**src/rtl/sigtrk_pkg.sv**
```systemverilog
package sigtrk_pkg;

    typedef enum logic [1:0] {
        ST_IDLE    = 2'd0,
        ST_RUN     = 2'd1,
        ST_RESOLVE = 2'd2,
        ST_VERDICT = 2'd3
    } trk_state_t;

    typedef struct packed {
        logic commit;
        logic reexec;
    } verdict_t;

    // Fold a line number into an index: bit b of the line lands in chunk
    // b/idx_w at position b%idx_w, rotated left by k*chunk.
    function automatic logic [15:0] fold_hash(input logic [63:0] line,
                                              input int line_w,
                                              input int idx_w,
                                              input int k);
        logic [15:0] h;
        h = '0;
        for (int b = 0; b < 64; b++) begin
            if (b < line_w) begin
                int ch;
                int pos;
                ch  = b / idx_w;
                pos = ((b % idx_w) + k * ch) % idx_w;
                h[pos] = h[pos] ^ line[b];
            end
        end
        return h;
    endfunction

endpackage

```
**src/rtl/sig_bank.sv**
```systemverilog
module sig_bank
    import sigtrk_pkg::*;
#(
    parameter int ADDR_W   = 32,
    parameter int LINE_OFF = 6,
    parameter int NHASH    = 2,
    parameter int BANK_W   = 256
) (
    input  logic                    clk,
    input  logic                    rst,
    input  logic                    clr,
    input  logic                    ins,
    input  logic [ADDR_W-1:0]       addr,
    output logic [NHASH*BANK_W-1:0] bits
);
    localparam int LINE_W = ADDR_W - LINE_OFF;
    localparam int IDX_W  = $clog2(BANK_W);

    logic [63:0] line;

    always_comb begin
        line = '0;
        line[LINE_W-1:0] = addr[ADDR_W-1:LINE_OFF];
    end

    for (genvar k = 0; k < NHASH; k++) begin : g_bank
        logic [15:0]       h;
        logic [IDX_W-1:0]  idx;
        logic [BANK_W-1:0] q;

        always_comb begin
            h   = fold_hash(line, LINE_W, IDX_W, k);
            idx = h[IDX_W-1:0];
        end

        always_ff @(posedge clk) begin
            if (rst || clr)
                q <= '0;
            else if (ins)
                q[idx] <= 1'b1;
        end

        assign bits[k*BANK_W +: BANK_W] = q;
    end


    sig_cleared_chk: assert property (@(posedge clk) disable iff (rst)
        clr |=> (bits == '0));

endmodule

```
**src/rtl/conflict_detect.sv**
```systemverilog
module conflict_detect #(
    parameter int NHASH  = 2,
    parameter int BANK_W = 256
) (
    input  logic [NHASH*BANK_W-1:0] cpu_wr_sig,
    input  logic [NHASH*BANK_W-1:0] acc_rd_sig,
    output logic                    violation
);
    logic [NHASH-1:0] bank_hit;

    for (genvar k = 0; k < NHASH; k++) begin : g_cmp
        assign bank_hit[k] = |(cpu_wr_sig[k*BANK_W +: BANK_W] &
                               acc_rd_sig[k*BANK_W +: BANK_W]);
    end

    assign violation = &bank_hit;

endmodule

```
**src/rtl/optim_sig_tracker.sv**
```systemverilog
module optim_sig_tracker
    import sigtrk_pkg::*;
#(
    parameter int ADDR_W   = 32,
    parameter int LINE_OFF = 6,
    parameter int SIG_BITS = 512,
    parameter int NHASH    = 2
) (
    input  logic                clk,
    input  logic                rst,
    input  logic                acc_rd_vld,
    input  logic [ADDR_W-1:0]   acc_rd_addr,
    input  logic                acc_wr_vld,
    input  logic [ADDR_W-1:0]   acc_wr_addr,
    input  logic                cpu_wr_vld,
    input  logic [ADDR_W-1:0]   cpu_wr_addr,
    input  logic                epoch_start,
    input  logic                epoch_end,
    output logic                epoch_open,
    output logic                commit,
    output logic                reexec,
    output logic                clr_uncommitted,
    output logic                invalidate,
    output logic [SIG_BITS-1:0] acc_wr_sig
);
    localparam int BANK_W = SIG_BITS / NHASH;
    localparam int NSIG   = 3;

    trk_state_t  state, state_nx;
    verdict_t    vq;
    logic        rec, clr, violation;

    logic [NSIG-1:0]             ins_v;
    logic [NSIG-1:0][ADDR_W-1:0] ins_a;
    logic [NSIG-1:0][SIG_BITS-1:0] sig;

    // index 0: accelerator read, 1: accelerator write, 2: CPU write
    assign ins_v = {cpu_wr_vld, acc_wr_vld, acc_rd_vld};
    assign ins_a = {cpu_wr_addr, acc_wr_addr, acc_rd_addr};

    assign rec = (state == ST_RUN) || (state == ST_IDLE && epoch_start);
    assign clr = (state == ST_VERDICT);

    for (genvar s = 0; s < NSIG; s++) begin : g_sig
        sig_bank #(
            .ADDR_W  (ADDR_W),
            .LINE_OFF(LINE_OFF),
            .NHASH   (NHASH),
            .BANK_W  (BANK_W)
        ) u_sig (
            .clk (clk),
            .rst (rst),
            .clr (clr),
            .ins (rec && ins_v[s]),
            .addr(ins_a[s]),
            .bits(sig[s])
        );
    end

    conflict_detect #(
        .NHASH (NHASH),
        .BANK_W(BANK_W)
    ) u_cmp (
        .cpu_wr_sig(sig[2]),
        .acc_rd_sig(sig[0]),
        .violation (violation)
    );

    always_comb begin
        state_nx = state;
        case (state)
            ST_IDLE:    if (epoch_start) state_nx = ST_RUN;
            ST_RUN:     if (epoch_end)   state_nx = ST_RESOLVE;
            ST_RESOLVE: state_nx = ST_VERDICT;
            default:    state_nx = ST_IDLE;
        endcase
    end

    always_ff @(posedge clk) begin
        if (rst) begin
            state <= ST_IDLE;
            vq    <= '0;
        end else begin
            state <= state_nx;
            if (state == ST_RESOLVE) begin
                vq.commit <= !violation;
                vq.reexec <= violation;
            end else begin
                vq <= '0;
            end
        end
    end

    assign epoch_open      = (state == ST_RUN);
    assign commit          = vq.commit;
    assign reexec          = vq.reexec;
    assign clr_uncommitted = vq.commit;
    assign invalidate      = vq.reexec;
    assign acc_wr_sig      = clr ? sig[1] : '0;


    verdict_excl_chk: assert property (@(posedge clk) disable iff (rst)
        !(commit && reexec));


    verdict_delay_chk: assert property (@(posedge clk) disable iff (rst)
        (state == ST_RUN && epoch_end) |-> ##2 (commit || reexec));


    verdict_pulse_chk: assert property (@(posedge clk) disable iff (rst)
        (commit || reexec) |=> !(commit || reexec));


    idle_ignore_chk: assert property (@(posedge clk) disable iff (rst)
        (state == ST_IDLE && !epoch_start) |=> $stable(sig));


    restart_ignore_chk: assert property (@(posedge clk) disable iff (rst)
        (epoch_open && !epoch_end) |=> epoch_open);

endmodule

```
**config.mk**
```make
export PLATFORM = sky130hd
export DESIGN_NAME = optim_sig_tracker
export DESIGN_NICKNAME = d
export VERILOG_FILES = /design/src/rtl/sigtrk_pkg.sv /design/src/rtl/sig_bank.sv /design/src/rtl/conflict_detect.sv /design/src/rtl/optim_sig_tracker.sv
export SDC_FILE = /design/constraint.sdc
export NUM_CORES = 2
export LEC_CHECK = 0
export ABC_AREA = 1
export BUFFER_PORTS_ARGS = -buffer_cell sky130_fd_sc_hd__buf_2
export CORE_AREA = 2 2 415 294
export DETAILED_ROUTE_END_ITERATION = 10
export DIE_AREA = 0 0 417 296
export PLACE_DENSITY = 0.66
export SETUP_SLACK_MARGIN = 0.5
export SLEW_MARGIN = 20
export SYNTH_ARGS = -nofsm -noshare
export SYNTH_HDL_FRONTEND = slang
export SYNTH_SLANG_ARGS = --single-unit
```
**constraint.sdc**
```tcl
create_clock -name clk -period 2.65 [get_ports clk]
set_input_delay 0.3975 -clock clk [delete_from_list [all_inputs] [get_ports clk]]
set_output_delay 0.3975 -clock clk [all_outputs]
set_load 0.02 [all_outputs]
```
==> Word-level counts from Yosys, hierarchy flattened <==
Cells that the tools add are included.
{ "classes": {"n_reduce_logical": 19, "mux": 16, "order_cmp": 12, "n_eq_ne": 5, "bitwise": 117} }
{ "op_table": {"columns": ["cell", "count"], "rows": [
  ["$or 256x256->256", 6],
  ["$and 256x256->256", 2],
  ["$mux 512", 1],
  ["$reduce_or 256->1", 2],
  ["$xor 1x1->1", 108],
  ["$lt 8x9->1 const B", 6],
  ["$demux 1 s8", 6],
  ["$ge 8x1->1 const B", 6],
  ["$logic_and 1x1->1", 10],
  ["$mux 1", 6],
  ["$pmux 2 s3", 1],
  ["$eq 2x2->1 const B", 2],
  ["$mux 2", 2],
  ["$ne 2x2->1 const B", 2],
  ["$reduce_and 2->1", 2],
  ["$eq 2x1->1 const B", 1],
  ["$logic_not 2->1", 1],
  ["$logic_or 1x1->1", 2],
  ["$reduce_or 2->1", 1],
  ["$logic_not 1->1", 1],
  ["$not 1->1", 1]
]} }
{ "totals": {"regBits": 1540, "output_inout_bits": 517} }

==> Depth between registers and ports, before layout <==
{ "logic_depth": {"ltp_word": 8, "ltp_mapped": 12} }

==> Cells and area by module <==
A second synthesis with hierarchy kept.
{ "hier_totals": {"cells_unflattened": 9369, "area_unflattened_um2": 66501.3} }
{ "by_module_without_submodules": {"columns": ["mod", "area_each_um2", "n_inst", "cells_each", "seq_area_each_um2"], "rows": [
  ["sig_bank (g_sig[0].u_sig)", 19592.5, 1, 2496, 10249.8],
  ["sig_bank (g_sig[2].u_sig)", 19304.8, 1, 2444, 10249.8],
  ["sig_bank (g_sig[1].u_sig)", 19032.0, 1, 2287, 10249.8],
  ["optim_sig_tracker", 4732.0, 1, 1119, 80.1],
  ["conflict_detect", 3839.9, 1, 1023, 0.0]
]} }

==> Worst setup path before layout <==
Ideal clock, no wire load.
{ "synth_timing": {"kind": "flip-flop to flip-flop", "from": "register state[1]", "to": "register g_sig[1].u_sig.g_bank[1].q[115]", "arrival_ps": 1966, "period_less_slack_ps": 2098, "setup_time_ps": 132, "path_stages_with_launch": 11, "path_buffers": 2, "required_time_ps": 2518, "setup_slack_ps": 552, "cell_sequence": "dfxtp_1 -> inv_1 -> ha_1 -> a21oi_1 -> inv_2 -> nand2_2 -> buf_2 -> nor2_2 -> buf_4 -> nand2_1 -> a21oi_1"} }
{ "synth_rtl": {"columns": ["item", "line", "text"], "rows": [
  ["start: declaration", "optim_sig_tracker.sv:29", "trk_state_t state, state_nx;"],
  ["start signal: assignment", "optim_sig_tracker.sv:84", "state <= state_nx;"],
  ["$eq 2x1->1", null, null],
  ["named net epoch_open", "optim_sig_tracker.sv:19", "output logic epoch_open,"],
  ["$logic_or 1x1->1", "optim_sig_tracker.sv:41", "assign rec = (state == ST_RUN) || (state == ST_IDLE && epoch_start);"],
  ["$logic_and 1x1->1", "optim_sig_tracker.sv:54", ".ins (rec && ins_v[s]),"],
  ["end signal: assignment", "sig_bank.sv:38", "q <= '0;"],
  ["end signal: indexed assignment", "sig_bank.sv:40", "q[idx] <= 1'b1;"],
  ["end: declaration", "sig_bank.sv:29", "logic [BANK_W-1:0] q;"]
]} }
The timed path passes the listed nets, and every way through them passes these cells.
A chain may end at the register's enable or synchronous reset.

==> Worst setup path after layout <==
{ "layout_timing": {"from": "register state[1]", "to": "output acc_wr_sig[214]"} }
{ "layout_via": {"elab_chain_len": 2} }
{ "layout_rtl": {"columns": ["item", "line", "text"], "rows": [
  ["$eq 2x2->1", "optim_sig_tracker.sv:42", "assign clr = (state == ST_VERDICT);"],
  ["$mux 512", "optim_sig_tracker.sv:99", "assign acc_wr_sig = clr ? sig[1] : '0;"],
  ["end: declaration", "optim_sig_tracker.sv:24", "output logic [SIG_BITS-1:0] acc_wr_sig"]
]} }
Every way passes these cells.

==> impl_metrics.ini <==
[global_routing]
first_global_vias = 49900
antenna_found_initial = 2
grt_max_degree = 139
grt_overflow_total = 0
grt_first_pass_wirelength_mm = 293
track_usage_pct = 30.5

[power]
power_switching_mw = 14.7
p_int_mw = 38.2
clkPwrFrac_pct = 40.7
power_switching_share_pct = 27.7
power_frac_seq_pct = 44.1
pwr_density_cell_nw_per_um2 = 708
p_leak_nw = 35.3
power_mw = 52.9
p_comb_share_pct = 15.2
peakVddDrop_mv = 0.748

[yosys]
synth_cell_types = 30
yosysWarnings = 0
ys_seq_area_share_pct = 52.0
ys_seq_elements = 1540
synth.top_cell.area_share_pct = 52.0
yosys.area.top_type = dfxtp_1
syn_nets = 8298
avgSynthCellArea_sq_um = 7.24
synthTopCellsByArea = dfxtp_1, a21oi_1, nand2_1, nor2_1, inv_1
postSynthCellCount = 8191
netlist_area_sq_um = 59300

[floorplan]
dieArea_sq_um = 123000
coreArea_sq_um = 120000
start_util_pct = 49.4
row_count = 107
die_h_um = 296
io_pins = 620
die_x_um = 417

[clock_tree]
htreeDepth = 4
cts-root-buf = clkbuf_16
insertion_delay_ns = 0.77
cts_sinks = 1540
cts_buffer_depth = 3
numCtsBuffers = 146
clk_pin_slew_worst_paths_ns = 0.06
tritoncts = yes

[sta]
layout_setup_ws_ns = -0.0522
tightest_slew_ns = 1.17
hold_viol_final = 0
clock.fmax_mhz = 370
setup_viol = 108
finalClockSkew_ns = 0.0397
hold_ws_ns = 0.0524
finalCriticalPeriod_ns = 2.70
relSlewSlack_pct = 22.1
min_period_over_period_pct = 102
slew_violations = 0
grt_setup_unrepaired = true

[min_path]
hp-start = epoch_start
hold_path.class = input pin to flop

[routing]
vias = 55600
drt_iter0_markers = 5655
drc = 0
drt-total-wl_mm = 205
vias_per_cell = 5.25
dr.pass1.iters = 6
drtAntennaViolNets = 0
routedWlPerCell_um = 19.4

[worst_setup_path]
end_kind = output pin
timing.rr.start = state[0]
crit_slowest_cell = dfxtp_2
worstPathRequired_ns = 2.25
critical_path.startpoint = state[1]
cpPeakStageDelay_ns = 0.32
worstPathArrival_ns = 2.30
critPathTopFamily = buffers and inverters
path_buf_inv = 8
path_cells = buf_6 -> ha_4 -> buf_12 -> buf_6 -> buf_12 -> buf_12 -> buf_16 -> nand2_4 -> inv_4 -> buf_6
critPathKind = flop to output pin
start_kind = flop
critical_path.max_fanout = 7
r2r_slack_ns = 0.05

[flow_run]
cap_violations = 0

[place]
dpl.hpwl_mm = 128
dp.cells = 10300
gp_congestion = 0.906
placed_area_sq_um = 65700
post-place-ws_ns = -0.0784
portBuffers = 601

[layout]
drive_above_1_share_pct = 18.9
n_antenna_cell = 0
layout.cells.non_filler = 10600
fin_nets = 9007
area_growth_pct = 26.0
fin_area_sq_um = 74700

[status]
violations = negative setup slack
status = finished, violations left
==> synth_stat cells <==
library cell / count
nand2_1: 1934
dfxtp_1: 1540
a21oi_1: 1538
nor2_1: 1388
inv_1: 1093
clkbuf_1: 241
buf_2: 140
xor2_1: 75
nand3_1: 65
buf_4: 42
nor2_4: 29
xnor2_1: 26
nor2_2: 21
nor3_4: 11
inv_2: 9
xor2_2: 9
nand2_4: 5
ha_1: 4
nor3_2: 4
nand4_1: 3
nand2_2: 2
o21ai_0: 2
or2_2: 2
xnor2_2: 2
a211oi_1: 1
and2_0: 1
buf_1: 1
buf_6: 1
nor3_1: 1
o22ai_1: 1
==> power groups by stage <==
stage / clock [mW] / combinational, mW / sequential, mW
floorplan: 0 / 3.25 / 23.8
global placement: 0 / 5.99 / 23.8
detailed placement: 0 / 6.04 / 23.8
CTS: 21.7 / 6.74 / 23.3
global route: 22.7 / 8.31 / 23.3
finish: 21.5 / 8.04 / 23.3
==> tightest hold or removal path, delay by kind of cell <==
family                 cells  cell delay [ns]
AOI/OAI and AO/OA          2             0.28
buffers and inverters      1             0.11
==> metrics by stage <==
| stage | TNS (ns) | util (%) |
|---|---|---|
| after floorplan | 0 | - |
| after global placement | -6.78 | 54.7 |
| after detailed placement | -1.06 | 54.7 |
| after CTS | -13.27 | 60.0 |
| after global routing | -10.0 | 62.2 |
| final | -1.83 | 62.2 |
==> final cells by class <==
class / count / area (sq um)
clock buffers: 216 / 4400
clock inverters: 34 / 474
fillers: 10300 / 45300
inverters: 1102 / 4230
multi-input cells: 5124 / 23500
flip-flops and latches: 1540 / 30800
well taps: 1580 / 1980
repair buffers: 986 / 9300
==> cell usage in the layout, fill, tap and decap left out, drive strengths merged, types with 3 or more instances in the layout <==
cell and count:
bufinv 10, dfxtp 1540, a21oi 1538, xor2 84, nand3 65, nand2 1941, inv 1106, ha 4
clkinv 18, clkbuf 243, nor3 16, nor2 1438, buf 956, nand4 3, xnor2 28
==> flip-flops by register name, summed over array words and instances (netlist names) <==
register,cells
g_sig.u_sig.g_bank.q,1536
state,2
clr_uncommitted,1
invalidate,1
==> worst paths after layout <==
kind,to,depth (start not counted)
min reg2reg,g_sig[0].u_sig.g_bank[1].q[21],2
min,state[1],3
max reg2reg,g_sig[1].u_sig.g_bank[0].q[162],13
max,acc_wr_sig[214],10
==> kinds of logic (layout without fill, tap and decap cells) <==
group                    Yosys count  after routing  synth area share (%)
flip-flops                      1540           1540                  52.0
buffers and inverters           1527           2338                  10.2
AND/OR/NAND/NOR                 3466           3466                  22.9
XOR/XNOR                         112            112                  1.79
AO/OA/AOI/OAI                   1542           1542                  13.0
adder cells (fa/ha/maj)            4              4                0.0844
==> repair_timing <==
action	4_1_cts	5_1_grt
cloned	14	36
hold endpoints to repair	2	0
hold buffers	2	0
buffers inserted	12	15
pin swaps	30	87
setup endpoints to repair	1542	1853
gates resized for setup	347	678
==> per-layer routing <==
layer	up-vias	GRT usage (%)	share of wire [%]
li1	26400	-	-
met1	26100	41.9	42
met2	2471	47.2	44
met3	611	4.73	9.0
met4	0	14.6	5.1
met5	-	0	0
No activity file was read; power rests on OpenSTA's default activity.
